--- src/rtl/rx_status_pkg.sv ---
package rx_status_pkg;

  typedef enum logic [1:0] {
    ST_IDLE,
    ST_PRE,
    ST_DATA
  } rx_state_e;

  typedef struct packed {
    logic mcast;
    logic bcast;
    logic vlan;
    logic bad_op;
    logic len_oor;
    logic len_mis;
    logic code_err;
    logic carrier;
    logic short_ev;
    logic overrun;
  } rx_status_t;

  localparam logic [3:0]  SFD_NIB    = 4'hD;
  localparam logic [3:0]  CAR_NIB    = 4'hE;
  localparam logic [15:0] TYPE_MIN   = 16'h0600;
  localparam logic [15:0] ETH_VLAN   = 16'h8100;
  localparam logic [15:0] ETH_MACCTL = 16'h8808;
  localparam logic [15:0] OP_PAUSE   = 16'h0001;
  localparam int          TL_IDX     = 12;
  localparam int          TAG_BYTES  = 4;

endpackage

--- src/rtl/rx_nibble_assembler.sv ---
module rx_nibble_assembler
  import rx_status_pkg::*;
#(
  parameter int CNT_W = 12
) (
  input  logic             clk_i,
  input  logic             rst_ni,
  input  logic             nib_en_i,
  input  logic [3:0]       rxd_i,
  input  logic             rx_dv_i,
  input  logic             rx_er_i,
  output logic             byte_vld_o,
  output logic [7:0]       byte_o,
  output logic [CNT_W-1:0] byte_idx_o,
  output logic             sof_o,
  output logic             eof_o,
  output logic             pre_abort_o,
  output logic             code_err_o
);

  rx_state_e        state_q;
  logic [3:0]       lo_q;
  logic             phase_q;
  logic [CNT_W-1:0] cnt_q;
  logic             cv_q;
  logic             act;

  assign act         = nib_en_i & rx_dv_i;
  assign sof_o       = act & (state_q != ST_DATA) & (rxd_i == SFD_NIB);
  assign eof_o       = nib_en_i & ~rx_dv_i & (state_q == ST_DATA);
  assign pre_abort_o = nib_en_i & ~rx_dv_i & (state_q == ST_PRE);
  assign byte_vld_o  = act & (state_q == ST_DATA) & phase_q;
  assign byte_o      = {rxd_i, lo_q};
  assign byte_idx_o  = cnt_q;
  assign code_err_o  = cv_q;

  always_ff @(posedge clk_i or negedge rst_ni) begin
    if (!rst_ni) begin
      state_q <= ST_IDLE;
      lo_q    <= '0;
      phase_q <= 1'b0;
      cnt_q   <= '0;
      cv_q    <= 1'b0;
    end else if (nib_en_i) begin
      unique case (state_q)
        ST_IDLE: begin
          if (rx_dv_i) begin
            state_q <= sof_o ? ST_DATA : ST_PRE;
            cv_q    <= rx_er_i;
            phase_q <= 1'b0;
            cnt_q   <= '0;
          end
        end
        ST_PRE: begin
          if (!rx_dv_i) begin
            state_q <= ST_IDLE;
          end else begin
            cv_q <= cv_q | rx_er_i;
            if (sof_o) begin
              state_q <= ST_DATA;
              phase_q <= 1'b0;
              cnt_q   <= '0;
            end
          end
        end
        ST_DATA: begin
          if (!rx_dv_i) begin
            state_q <= ST_IDLE;
          end else begin
            cv_q    <= cv_q | rx_er_i;
            phase_q <= ~phase_q;
            if (!phase_q) lo_q <= rxd_i;
            else if (cnt_q != '1) cnt_q <= cnt_q + 1'b1;
          end
        end
        default: state_q <= ST_IDLE;
      endcase
    end
  end

  AST_SOF_FRESH_COUNT: assert property (@(posedge clk_i) disable iff (!rst_ni)
    sof_o |=> (cnt_q == '0) && !phase_q);

endmodule

--- src/rtl/rx_header_parser.sv ---
module rx_header_parser
  import rx_status_pkg::*;
#(
  parameter int CNT_W = 12
) (
  input  logic             clk_i,
  input  logic             rst_ni,
  input  logic             sof_i,
  input  logic             byte_vld_i,
  input  logic [7:0]       byte_i,
  input  logic [CNT_W-1:0] idx_i,
  output logic             grp_o,
  output logic             bcast_o,
  output logic             vlan_o,
  output logic [15:0]      tl_o,
  output logic [15:0]      op_o,
  output logic [CNT_W-1:0] hdr_len_o
);

  localparam int DA_BYTES = 6;

  logic             grp_q, bc_q, vlan_q;
  logic [7:0]       tl_hi_q, op_hi_q;
  logic [15:0]      tl_q, op_q;
  logic [CNT_W-1:0] tl_idx;
  logic [15:0]      tl_new;

  assign tl_idx    = vlan_q ? CNT_W'(TL_IDX + TAG_BYTES) : CNT_W'(TL_IDX);
  assign tl_new    = {tl_hi_q, byte_i};
  assign hdr_len_o = tl_idx + CNT_W'(2);

  always_ff @(posedge clk_i or negedge rst_ni) begin
    if (!rst_ni) begin
      grp_q   <= 1'b0;
      bc_q    <= 1'b0;
      vlan_q  <= 1'b0;
      tl_hi_q <= '0;
      op_hi_q <= '0;
      tl_q    <= '0;
      op_q    <= '0;
    end else if (sof_i) begin
      grp_q   <= 1'b0;
      bc_q    <= 1'b0;
      vlan_q  <= 1'b0;
      tl_q    <= '0;
      op_q    <= '0;
    end else if (byte_vld_i) begin
      if (idx_i == '0) begin
        grp_q <= byte_i[0];
        bc_q  <= &byte_i;
      end else if (idx_i < CNT_W'(DA_BYTES)) begin
        bc_q  <= bc_q & (&byte_i);
      end
      if (idx_i == tl_idx) tl_hi_q <= byte_i;
      if (idx_i == tl_idx + CNT_W'(1)) begin
        tl_q <= tl_new;
        if (!vlan_q && tl_new == ETH_VLAN) vlan_q <= 1'b1;
      end
      if (idx_i == tl_idx + CNT_W'(2)) op_hi_q <= byte_i;
      if (idx_i == tl_idx + CNT_W'(3)) op_q    <= {op_hi_q, byte_i};
    end
  end

  assign grp_o   = grp_q;
  assign bcast_o = bc_q;
  assign vlan_o  = vlan_q;
  assign tl_o    = tl_q;
  assign op_o    = op_q;

  AST_VLAN_ONCE: assert property (@(posedge clk_i) disable iff (!rst_ni)
    vlan_q && !sof_i |=> vlan_q);

endmodule

--- src/rtl/rx_event_tracker.sv ---
module rx_event_tracker
  import rx_status_pkg::*;
(
  input  logic       clk_i,
  input  logic       rst_ni,
  input  logic       nib_en_i,
  input  logic [3:0] rxd_i,
  input  logic       rx_dv_i,
  input  logic       rx_er_i,
  input  logic       sof_i,
  input  logic       eof_i,
  input  logic       pre_abort_i,
  input  logic       frame_short_i,
  input  logic       buf_full_i,
  input  logic       ovr_clr_i,
  output logic       carrier_o,
  output logic       short_o,
  output logic       ovr_flag_o,
  output logic       emit_norm_o,
  output logic       emit_ovr_o
);

  logic car_q, short_q, ovr_q, hit_q, drop_q;
  logic car_set, short_set, live_end;

  assign car_set     = nib_en_i & ~rx_dv_i & rx_er_i & (rxd_i == CAR_NIB);
  assign live_end    = eof_i & ~hit_q & ~drop_q;
  assign emit_ovr_o  = eof_i & hit_q;
  assign emit_norm_o = live_end & ~frame_short_i;
  // short events are dropped together with frames while overrun holds
  assign short_set   = ~ovr_q & (pre_abort_i | (live_end & frame_short_i));

  always_ff @(posedge clk_i or negedge rst_ni) begin
    if (!rst_ni) begin
      car_q   <= 1'b0;
      short_q <= 1'b0;
      ovr_q   <= 1'b0;
      hit_q   <= 1'b0;
      drop_q  <= 1'b0;
    end else begin
      if (car_set)          car_q <= 1'b1;
      else if (emit_norm_o) car_q <= 1'b0;

      if (short_set)        short_q <= 1'b1;
      else if (emit_norm_o) short_q <= 1'b0;

      if (sof_i) begin
        hit_q  <= buf_full_i & ~ovr_q;
        drop_q <= ovr_q;
      end else if (eof_i) begin
        hit_q  <= 1'b0;
        drop_q <= 1'b0;
      end

      if (sof_i && buf_full_i) ovr_q <= 1'b1;
      else if (ovr_clr_i)      ovr_q <= 1'b0;
    end
  end

  assign carrier_o  = car_q;
  assign short_o    = short_q;
  assign ovr_flag_o = ovr_q;

  AST_OVR_HOLD: assert property (@(posedge clk_i) disable iff (!rst_ni)
    ovr_q && !ovr_clr_i |=> ovr_q);
  AST_CAR_HELD: assert property (@(posedge clk_i) disable iff (!rst_ni)
    car_q && !emit_norm_o |=> car_q);
  AST_DROP_SILENT: assert property (@(posedge clk_i) disable iff (!rst_ni)
    drop_q |-> !emit_norm_o && !emit_ovr_o);

endmodule

--- src/rtl/rx_frame_classifier.sv ---
module rx_frame_classifier
  import rx_status_pkg::*;
#(
  parameter int CNT_W     = 12,
  parameter int MIN_FRAME = 64,
  parameter int MAX_LEN   = 1518,
  parameter int FCS_BYTES = 4
) (
  input  logic       clk_i,
  input  logic       rst_ni,
  input  logic       nib_en_i,
  input  logic [3:0] rxd_i,
  input  logic       rx_dv_i,
  input  logic       rx_er_i,
  input  logic       buf_full_i,
  input  logic       ovr_clr_i,
  output logic [9:0] status_o,
  output logic       status_vld_o,
  output logic       ovr_flag_o
);

  logic             byte_vld, sof, eof, pre_abort, code_err;
  logic [7:0]       byte_d;
  logic [CNT_W-1:0] byte_idx, hdr_len, need, data_len;
  logic             grp, bcast, vlan;
  logic [15:0]      tl, op;
  logic             carrier, short_ev, emit_norm, emit_ovr, frame_short;
  logic             is_type;
  rx_status_t       stat_d, stat_q;
  logic             vld_q;

  rx_nibble_assembler #(.CNT_W(CNT_W)) i_asm (
    .clk_i, .rst_ni, .nib_en_i, .rxd_i, .rx_dv_i, .rx_er_i,
    .byte_vld_o (byte_vld),
    .byte_o     (byte_d),
    .byte_idx_o (byte_idx),
    .sof_o      (sof),
    .eof_o      (eof),
    .pre_abort_o(pre_abort),
    .code_err_o (code_err)
  );

  rx_header_parser #(.CNT_W(CNT_W)) i_hdr (
    .clk_i, .rst_ni,
    .sof_i     (sof),
    .byte_vld_i(byte_vld),
    .byte_i    (byte_d),
    .idx_i     (byte_idx),
    .grp_o     (grp),
    .bcast_o   (bcast),
    .vlan_o    (vlan),
    .tl_o      (tl),
    .op_o      (op),
    .hdr_len_o (hdr_len)
  );

  rx_event_tracker i_evt (
    .clk_i, .rst_ni, .nib_en_i, .rxd_i, .rx_dv_i, .rx_er_i,
    .sof_i        (sof),
    .eof_i        (eof),
    .pre_abort_i  (pre_abort),
    .frame_short_i(frame_short),
    .buf_full_i,
    .ovr_clr_i,
    .carrier_o    (carrier),
    .short_o      (short_ev),
    .ovr_flag_o,
    .emit_norm_o  (emit_norm),
    .emit_ovr_o   (emit_ovr)
  );

  assign frame_short = byte_idx < CNT_W'(MIN_FRAME);
  assign need        = hdr_len + CNT_W'(FCS_BYTES);
  assign data_len    = (byte_idx >= need) ? byte_idx - need : '0;
  assign is_type     = tl >= TYPE_MIN;

  always_comb begin
    stat_d          = '0;
    stat_d.bcast    = bcast;
    stat_d.mcast    = grp & ~bcast;
    stat_d.vlan     = vlan;
    stat_d.bad_op   = is_type & (tl == ETH_MACCTL) & (op != OP_PAUSE);
    stat_d.len_oor  = ~is_type & (tl > 16'(MAX_LEN));
    stat_d.len_mis  = ~is_type & (tl != 16'(data_len));
    stat_d.code_err = code_err;
    stat_d.carrier  = carrier;
    stat_d.short_ev = short_ev;
  end

  always_ff @(posedge clk_i or negedge rst_ni) begin
    if (!rst_ni) begin
      stat_q <= '0;
      vld_q  <= 1'b0;
    end else begin
      vld_q <= emit_norm | emit_ovr;
      if (emit_ovr) begin
        stat_q         <= '0;
        stat_q.overrun <= 1'b1;
      end else if (emit_norm) begin
        stat_q <= stat_d;
      end
    end
  end

  assign status_o     = stat_q;
  assign status_vld_o = vld_q;

  AST_STROBE_PULSE: assert property (@(posedge clk_i) disable iff (!rst_ni)
    status_vld_o |=> !status_vld_o);
  AST_STATUS_HOLD: assert property (@(posedge clk_i) disable iff (!rst_ni)
    !status_vld_o |-> $stable(status_o));
  AST_BC_MC_EXCL: assert property (@(posedge clk_i) disable iff (!rst_ni)
    status_vld_o |-> !(status_o[9] && status_o[8]));
  AST_OVR_ALONE: assert property (@(posedge clk_i) disable iff (!rst_ni)
    status_vld_o && status_o[0] |-> status_o[9:1] == '0);
  AST_TYPE_LEN_EXCL: assert property (@(posedge clk_i) disable iff (!rst_ni)
    status_vld_o && status_o[6] |-> !status_o[5] && !status_o[4]);

endmodule

--- config.mk ---
export PLATFORM = sky130hd
export DESIGN_NAME = rx_frame_classifier
export DESIGN_NICKNAME = d
export VERILOG_FILES = /design/src/rtl/rx_status_pkg.sv /design/src/rtl/rx_nibble_assembler.sv /design/src/rtl/rx_header_parser.sv /design/src/rtl/rx_event_tracker.sv /design/src/rtl/rx_frame_classifier.sv
export SDC_FILE = /design/constraint.sdc
export NUM_CORES = 1
export LEC_CHECK = 0
export BUFFER_PORTS_ARGS = -buffer_cell sky130_fd_sc_hd__buf_4
export CAP_MARGIN = 20
export CORE_AREA = 2 2 100 102
export CTS_CLUSTER_SIZE = 12
export DETAILED_ROUTE_END_ITERATION = 10
export DIE_AREA = 0 0 102 104
export HOLD_SLACK_MARGIN = 0.1
export PLACE_DENSITY = 0.66
export SYNTH_ARGS = -nofsm -noshare
export SYNTH_HDL_FRONTEND = slang
export SYNTH_SLANG_ARGS = --single-unit
--- constraint.sdc ---
create_clock -name clk_i -period 3.8 [get_ports clk_i]
set_clock_uncertainty 0.1 [all_clocks]
set_input_delay 0.76 -clock clk_i [delete_from_list [all_inputs] [get_ports clk_i]]
set_output_delay 0.76 -clock clk_i [all_outputs]
set_load 0.005 [all_outputs]
Word-level counts from Yosys, hierarchy flattened:

Index checks and enable logic that the tools add are counted.

* register bits: 87
* input bits: 11
* output and inout bits: 12
* logic and storage cells: 179

* $add $sub $neg: 6
* magnitude comparators: 5
* equality and inequality tests: 23
* muxes and demuxes: 50
* bitwise logic cells: 35
* reductions and logical operators: 32

Operator list (number)
* 16-bit 2-to-1 mux: 6
* 12-bit 2-to-1 mux: 7
* 12-bit == test: 4
* 12-bit one-hot mux with 3 select lines: 1
* 16-bit == test (second input constant): 2
* 1-bit 2-to-1 mux: 25
* 12-bit by 1-bit adder with 12-bit output (second input constant): 2
* 12-bit by 2-bit adder with 12-bit output (second input constant): 2
* 1-bit AND: 23
* 2-bit nonzero test: 11
* 10-bit 2-to-1 mux: 2
* 16-bit by 11-bit greater-or-equal comparator with 1-bit output (second input constant): 1
* 16-bit by 11-bit greater-than comparator with 1-bit output (second input constant): 1
* 16-bit by 1-bit != test with 1-bit output (second input constant): 1
* 16-bit by 12-bit != test with 1-bit output: 1
* 8-bit AND reduction: 2
* 12-bit by 3-bit adder with 12-bit output (second input constant): 1
* 12-bit greater-or-equal comparator: 1
* 12-bit zero test: 1
* 12-bit by 3-bit less-than comparator with 1-bit output (second input constant): 1
* 12-bit by 7-bit less-than comparator with 1-bit output (second input constant): 1
* 12-bit != test (second input constant): 1
* 2-bit != test (second input constant): 6
* 4-bit AND reduction: 3
* 21 further kinds: 45

Longest topological paths before layout:

Gate-level depths: netlist of run 1.

* depth after elaboration: 9
* gate-level depth with buffers: 10

Hierarchy:

From an unflattened synthesis of run 1, not the netlist that was laid out.

* cell total of the unflattened synthesis: 597
* area, all modules: 5676.7 µm²

Modules (own cells, without submodules)
* rx_header_parser: times used 1, cells an instance 236, area each 2468.6 µm²
* rx_frame_classifier: times used 1, cells an instance 205, area each 1666.6 µm²
* rx_nibble_assembler: times used 1, cells an instance 134, area each 1303.8 µm²
* rx_event_tracker: times used 1, cells an instance 22, area each 237.7 µm²

Least setup slack after synthesis of run 1:

No wires, ideal clock.

* path type: flip-flop to flip-flop
* from: register i_asm.cnt_q[2] (netlist: i_asm.byte_idx_o[2])
* to: register stat_q (netlist bit status_o[4])
* library setup time: 0.144 ns
* arrival time: 2.388 ns
* data required time: 3.556 ns
* slack: 1.168 ns
* cell stages (with the launch flop): 8
* cell sequence: dfrtp_1 > ha_1 > a211o_1 > a2111oi_4 > mux2i_1 > o2111ai_1 > a311oi_1 > a41oi_1

* cells in the longest elaborated chain, start to end: 6

Ends and longest elaborated chain
* from (decl): RTL line rx_nibble_assembler.sv:24 `logic [CNT_W-1:0] cnt_q;`
* from (signal assigned): RTL line rx_nibble_assembler.sv:73 `else if (cnt_q != '1) cnt_q <= cnt_q + 1'b1;`
* 12-bit subtractor / 12-bit greater-or-equal comparator (equally long branches): RTL line rx_frame_classifier.sv:74 `assign data_len = (byte_idx >= need) ? byte_idx - need : '0;`
* 12-bit 2-to-1 mux: RTL line rx_frame_classifier.sv:74
* 16-bit by 12-bit != test with 1-bit output: RTL line rx_frame_classifier.sv:84 `stat_d.len_mis = ~is_type & (tl != 16'(data_len));`
* 1-bit AND: RTL line rx_frame_classifier.sv:84
* 10-bit 2-to-1 mux: RTL line rx_frame_classifier.sv:99 `end else if (emit_norm) begin`
* 10-bit 2-to-1 mux: RTL line rx_frame_classifier.sv:96 `if (emit_ovr) begin`
* to (signal assigned): RTL line rx_frame_classifier.sv:100 `stat_q <= stat_d;`
* to (decl): RTL line rx_frame_classifier.sv:29 `rx_status_t stat_d, stat_q;`

Parallel ways exist; a longest one is shown, timed or not. The select of a mux whose other input is x is not followed.
A chain may end at the register's enable or synchronous reset.

Worst setup path in the final report of run 1:

Ends and elaborated chain as after synthesis.

==> results of run 1 <==
[synth_stat cells, drive strengths merged, types with 4 or more instances]
cell type / instances / area (sq um)
a21o: 4 / 30.03
a21oi: 34 / 170.2
a22o: 5 / 43.79
a22oi: 5 / 37.54
and2: 4 / 25.02
and3: 6 / 37.54
buf: 12 / 78.82
clkbuf: 15 / 56.30
dfrtp: 87 / 2177
ha: 10 / 125.1
inv: 18 / 67.56
mux2: 22 / 247.7
mux2i: 4 / 40.04
nand2: 94 / 352.8
nand2b: 4 / 25.02
nand3: 18 / 90.09
nand4: 6 / 37.54
nor2: 25 / 93.84
nor3: 9 / 56.31
nor4: 13 / 81.33
o21ai: 20 / 100.1
o31ai: 6 / 45.04
or3: 4 / 25.02
or4: 5 / 41.29
xnor2: 6 / 52.55
xor2: 6 / 52.55
[registers in the layout (all words and copies together) (netlist names)]
name / flops
i_hdr.op_o: 16
i_asm.code_err_o: 1
i_asm.byte_idx_o: 12
i_asm.phase_q: 1
i_hdr.tl_hi_q: 8
i_evt.hit_q: 1
i_evt.ovr_flag_o: 1
i_asm.lo_q: 4
i_hdr.op_hi_q: 8
i_evt.short_o: 1
i_evt.drop_q: 1
i_hdr.grp_o: 1
i_evt.carrier_o: 1
i_asm.state_q: 2
status_vld_o: 1
status_o: 10
i_hdr.tl_o: 16
i_hdr.vlan_o: 1
i_hdr.bcast_o: 1
[logic make-up after synthesis]
family                   after synthesis  share of synthesized area (%)
AND/OR/NAND/NOR                      204                          21.49
flip-flops                            87                          46.98
multiplexers                          26                          6.210
adder cells (fa/ha/maj)               11                          3.132
XOR/XNOR                              12                          2.268
AO/OA/AOI/OAI                        104                          15.55
buffers and inverters                 45                          4.373
[layout make-up]
class,instances,area (sq um),share of cell area (%)
clock inverter,7,72.57,1.429
inverter,18,67.56,1.331
clock buffer,9,123.9,2.440
timing repair buffer,27,202.7,3.992
tap,133,166.4,3.277
sequential,87,2177,42.88
multi-input combinational,357,2267,44.65
[final timing paths]
path	start	endpoint	slack [ns]
max	i_asm.byte_idx_o[2]	status_o[4]	0.82
min	rst_ni	status_vld_o	0.28
max reg2reg	i_asm.byte_idx_o[2]	status_o[4]	0.82
min reg2reg	i_hdr.op_hi_q[0]	i_hdr.op_o[8]	0.38
max in group asynchronous	rst_ni	status_o[6]	2.56
min in group clk_i	i_hdr.op_hi_q[0]	i_hdr.op_o[8]	0.38
[critical path, delay by kind of cell, from the launching register on]
| kind | cells | cell delay [ns] |
|---|---|---|
| AOI/OAI and AO/OA | 5 | 1.56 |
| adders and majority gates | 1 | 0.41 |
| DFF | 1 | 0.50 |
| muxes | 1 | 0.28 |
[report_power, final]
part / internal, W / switching [W] / leakage, nW / total [W]
sequential: 0.00103 / 0.000152 / 1.18 / 0.00118
clock: 0.000257 / 0.000385 / 0.0966 / 0.000642
combinational: 0.000238 / 0.000304 / 1.11 / 0.000542
total: 0.00153 / 0.000841 / 2.39 / 0.00237
[through the flow]
step	hold slack, ns	util, %	worst slack, ns
after floorplan	0.3396	-	1.168
after global placement	0.3487	51.11	0.9987
after detailed placement	0.3600	51.11	0.8645
after CTS	0.3020	53.17	0.8393
after global routing	0.3204	53.17	0.6280
final	0.2779	53.17	0.8172
[routing by layer]
metal,wire length (um),vias up,global-route usage [%]
met2,5413,78,33.79
met5,0,-,0
met1,5038,1831,30.62
li1,-,1757,-
met3,384,12,4.167
met4,187,0,6.952
==> summary.txt, run 1 <==
Outcome
  • Status: completed

Power and ir drop
  • Power density over the cells: 466.1 nW/um^2
  • Total power: 0.002367 W
  • Maximum VDD drop: 0.2578 mV
  • P_leak: 2.390 nW

Yosys
  • Average cell area after synthesis: 9.477 sq um
  • Gate Count Post-Synth: 489
  • FFs w/ async S/R, synth: 100.0%
  • Post-synth EDFFs: 0
  • Mapped cell area: 4634 sq um
  • Seq/Total Area, Yosys: 46.98%
  • FF+latch count, synth: 87
  • Count of cell types in the netlist: 61
  • Yosys warning total: 0
  • Net Count, Synth: 511
  • Most used flip-flop cell after synthesis: dfrtp_1

Die
  • Die width: 102 um
  • Core area: 9549 sq um
  • I/O pins: 23
  • Row Count: 36
  • Initial Utilization: 48.53%
  • Die H: 104 um
  • Die ar.: 10610 sq um

Layout
  • Fillers: 906
  • N_diodes: 0
  • Most frequent cells in the layout: 94 x nand2_1, 87 x dfrtp_1, 34 x a21oi_1
  • Area growth, synth to finish: 9.557%
  • Final instance area: 5077 sq um
  • Final nets: 522
  • Non-Filler Instances: 638
  • Share of layout cells above drive strength 1: 14.65%
  • Commonest non-fill, non-tap cell in the layout: nand2_1

Route
  • Avg WL per Cell: 17.28 um
  • # DRC: 0
  • ANT nets after route: 0
  • DR iter-0 viols: 176
  • First-pass DRT Iterations: 4
  • Via count: 3678
  • Via density: 5.765
  • Post-Route WL: 11020 um

Critical path
  • Worst EP required: 3.94 ns
  • CP peak stage delay: 0.59 ns
  • CP Max Fanout: 10
  • Crit path cell chain: ha_1 > a211o_1 > a2111oi_4 > mux2i_1 > o2111ai_1 > a311oi_1 > a41oi_1
  • CP max stage cell: a2111oi_4
  • Arr. time, crit path: 3.12 ns
  • Crit Path Class: reg -> reg
  • Critical Path End Type: flip-flop
  • Crit start category: flip-flop
  • Reg2Reg Depth: 7

Clock tree
  • Post-CTS Hold Fix Bufs: 0
  • Root buf cell: clkbuf_8
  • Postcts setup bufs: 0
  • Clock Pin Slew Worst Setup and Hold Paths: 0.11 ns
  • Num CTS Buffers: 9
  • CTS Buffer Depth: 2
  • Clk sink count: 87
  • Resized Gates After CTS: 0
  • Worst skew pair latency: 0.37 ns
  • H-tree Lvls: 3
  • Clock tree from TritonCTS: yes

Place
  • GPL Wtd Cong: 0.8297
  • # port buffers: 22
  • Area after DPL: 4881 sq um
  • Final HPWL from detailed placement: 7733 um
  • Placed Instances: 622

Flow run
  • Max-cap viol count: 0

Timing
  • Setup TNS: 0 ns
  • Worst Tran Pin Value: 0.6708 ns
  • Final hold vios: 0
  • Tmin final: 2.983 ns
  • Setup-failing EPs final: 0
  • Fin crit share: 78.49%
  • Slew Limit Fails: 0
  • Slew HR: 54.87%
  • RSZ-0062 raised after global routing: false
  • F_max: 335.3 MHz

GRT
  • Vias in the first global route: 3620
  • Total Routing Usage GR: 21.74%
  • GRT Residual Overflow: 0
  • Largest net degree at the start of global routing: 49
  • First-pass GRT wire length: 18240 um
  • Antenna violations before repair: 0

Hold path
  • Hold crit path type: in -> async
Note: power is estimated with default switching activity, not from simulation.
==> run 2: changes to the inputs <==
ABC_AREA = 1   (was unset)
CORE_AREA = 2 2 101 103   (was 2 2 100 102)
DIE_AREA = 0 0 103 105   (was 0 0 102 104)
clock period = 2.9 ns   (was 3.8 ns; I/O delays follow)
==> summary.txt, run 2 <==
Critical path
  • Crit Path Class: reg -> reg
  • Crit path cell chain: inv_1 > ha_1 > inv_4 > nor3_4 > inv_4 > nor2_8 > nand2_2 > nand2_4 > inv_4 > nand2_1 > o21ai_2
  • CP peak stage delay: 0.46 ns
  • CP Buf/Inv Count: 4
  • Critical Path End Type: flip-flop
  • Crit start category: flip-flop
  • Worst EP required: 3.06 ns
  • CP max stage cell: nor3_4
  • Worst path most repeated cell: inv_4
  • Delay-heaviest family, CP: simple AND/OR/NAND/NOR gates
  • CP Max Fanout: 16
  • Arr. time, crit path: 2.64 ns

Die
  • Initial Utilization: 49.78%
  • Core area: 9639 sq um
  • Die ar.: 10820 sq um
  • I/O pins: 23
  • Die width: 103 um
  • Row Count: 36
  • Die H: 105 um

Flow run
  • Max-cap viol count: 0

Timing
  • Setup TNS: 0 ns
  • Final hold vios: 0
  • Fin crit share: 85.35%
  • Worst Tran Pin Value: 0.5141 ns
  • Setup-failing EPs final: 0
  • F_max: 404.0 MHz
  • RSZ-0062 raised after global routing: false
  • Tmin final: 2.475 ns
  • Slew HR: 65.72%
  • Slew Limit Fails: 0

Yosys
  • Synth Area in Compound Gates: 11.68%
  • Post-synth EDFFs: 0
  • Multiplexer share of the synthesized area: 0%
  • FFs w/ async S/R, synth: 100.0%
  • Mapped cell area: 4798 sq um
  • FF+latch count, synth: 87
  • Post-synth top area share: 45.37%
  • Gate Count Post-Synth: 576
  • Count of cell types in the netlist: 49
  • Post-Synth Simple-Gate Area: 30.93%
  • Average cell area after synthesis: 8.330 sq um
  • Top post-synthesis cells by count: 134 x nand2_1, 87 x dfrtp_1, 57 x inv_1
  • Most used flip-flop cell after synthesis: dfrtp_1
  • Top cells by area, synth: dfrtp_1 45%, nand2_1 10%, o21ai_0 4.7%, inv_1 4.5%, nand3_1 4.4%
  • Main combinational cell family by area after synthesis: simple AND/OR/NAND/NOR gates
  • Post-Synth XOR/XNOR Area: 0.9126%
  • Adder-cell area share of the yosys netlist: 3.025%
  • Net Count, Synth: 598
  • Most frequent cell after synthesis: nand2_1
  • Seq/Total Area, Yosys: 45.37%
  • Post-synthesis cell type with the largest combined area: dfrtp_1
  • Yosys warning total: 0

GRT
  • First-pass GRT wire length: 19510 um
  • Vias in the first global route: 3843
  • Total Routing Usage GR: 23.24%
  • GRT Residual Overflow: 0
  • Largest net degree at the start of global routing: 38
  • Antenna violations before repair: 0

Power and ir drop
  • P_leak: 2.513 nW
  • Total power: 0.003371 W
  • Power density over the cells: 639.1 nW/um^2
  • Maximum VDD drop: 0.5622 mV

Route
  • Avg WL per Cell: 15.62 um
  • Via count: 3944
  • ANT nets after route: 0
  • Post-Route WL: 11570 um
  • First-pass DRT Iterations: 5
  • # DRC: 0
  • DR iter-0 viols: 208
  • Via density: 5.323

Layout
  • Area growth, synth to finish: 9.909%
  • N_diodes: 0
  • Most frequent cells in the layout: 134 x nand2_1, 87 x dfrtp_1, 57 x inv_1
  • Final nets: 625
  • Share of layout cells above drive strength 1: 17.27%
  • Non-Filler Instances: 741
  • Final instance area: 5274 sq um
  • Commonest non-fill, non-tap cell in the layout: nand2_1
  • Final Util: 54.71%

Place
  • Final HPWL from detailed placement: 8607 um
  • GPL Wtd Cong: 0.8993
  • Placed Instances: 724
  • Area after DPL: 5057 sq um
  • # port buffers: 22

Clock tree
  • CTS Buffer Depth: 2
  • H-tree Lvls: 3
  • Postcts setup bufs: 0
  • Num CTS Buffers: 9
  • Root buf cell: clkbuf_8
  • Worst skew pair latency: 0.37 ns
  • Clock tree from TritonCTS: yes
  • Clk sink count: 87
  • Clock Pin Slew Worst Setup and Hold Paths: 0.09 ns

Outcome
  • Status: completed

Hold path
  • Hold crit path type: in -> reg
## run 2: layout make-up
| class | count | area (sq um) |
|---|---|---|
| Multi-Input combinational cell | 405 | 2233 |
| Sequential cell | 87 | 2177 |
| Clock inverter | 5 | 65.06 |
| Fill cell | 919 | 4365 |
| Clock buffer | 11 | 141.4 |
| Timing Repair Buffer | 28 | 212.7 |
| Tap cell | 133 | 166.4 |
| Inverter | 72 | 277.8 |
## run 2: worst register-to-register path: stages, from the launching register on
cell and delay, ns:
dfrtp_1 0.43, inv_1 0.12, ha_1 0.44, inv_4 0.11, nor3_4 0.46, inv_4 0.09, nor2_8 0.17, nand2_2 0.09
nand2_4 0.13, inv_4 0.11, nand2_1 0.10, o21ai_2 0.05
## run 2: repair_timing
action,CTS,global route
hold buffers,1,0
resized for setup,0,0
setup endpoints to repair,0,0
hold endpoints to repair,9,0
## run 2: worst paths after layout
path / startpoint / end / slack (ns) / cells past startpoint
min in group asynchronous: rst_ni / i_asm.byte_idx_o[5] / 0.62 / 2
max in group asynchronous: rst_ni / i_hdr.grp_o / 1.41 / 3
setup reg to reg: i_asm.state_q[0] / i_hdr.op_o[0] / 0.42 / 11
setup / recovery: i_asm.state_q[0] / i_hdr.op_o[0] / 0.42 / 11
hold reg to reg: i_hdr.tl_o[13] / i_hdr.tl_o[13] / 0.38 / 2
hold / removal: ovr_clr_i / i_evt.ovr_flag_o / 0.30 / 2
## run 2: per-stage QoR
step                      worst slack, ns  hold slack, ns
after floorplan                    0.7927          0.1844
after global placement             0.4514          0.3578
after detailed placement           0.4021          0.3592
after CTS                          0.3959          0.2960
after global routing               0.2178          0.3153
final                              0.4249          0.3028
## run 2: cells by family (layout without fill, tap and decap cells)
family | Yosys count | after routing
xor gates and xnor gates | 5 | 5
and+or+nand+nor | 292 | 292
AOI/OAI and AO/OA | 97 | 97
DFF | 87 | 87
adders and majority gates | 11 | 11
buffers and inverters | 84 | 116
## run 2: layer usage
metal	share of wire, %	global-route usage, %
met3	4.6	4.749
met4	0.98	7.237
met2	46	33.72
met1	48	34.79
met5	0	0
## run 2: where the power goes
group / internal, W / switching [W] / leakage (nW) / total [W]
Combinational: 0.000310 / 0.000561 / 1.27 / 0.000871
Sequential: 0.00143 / 0.000164 / 1.15 / 0.00160
Clock: 0.000430 / 0.000473 / 0.0977 / 0.000903
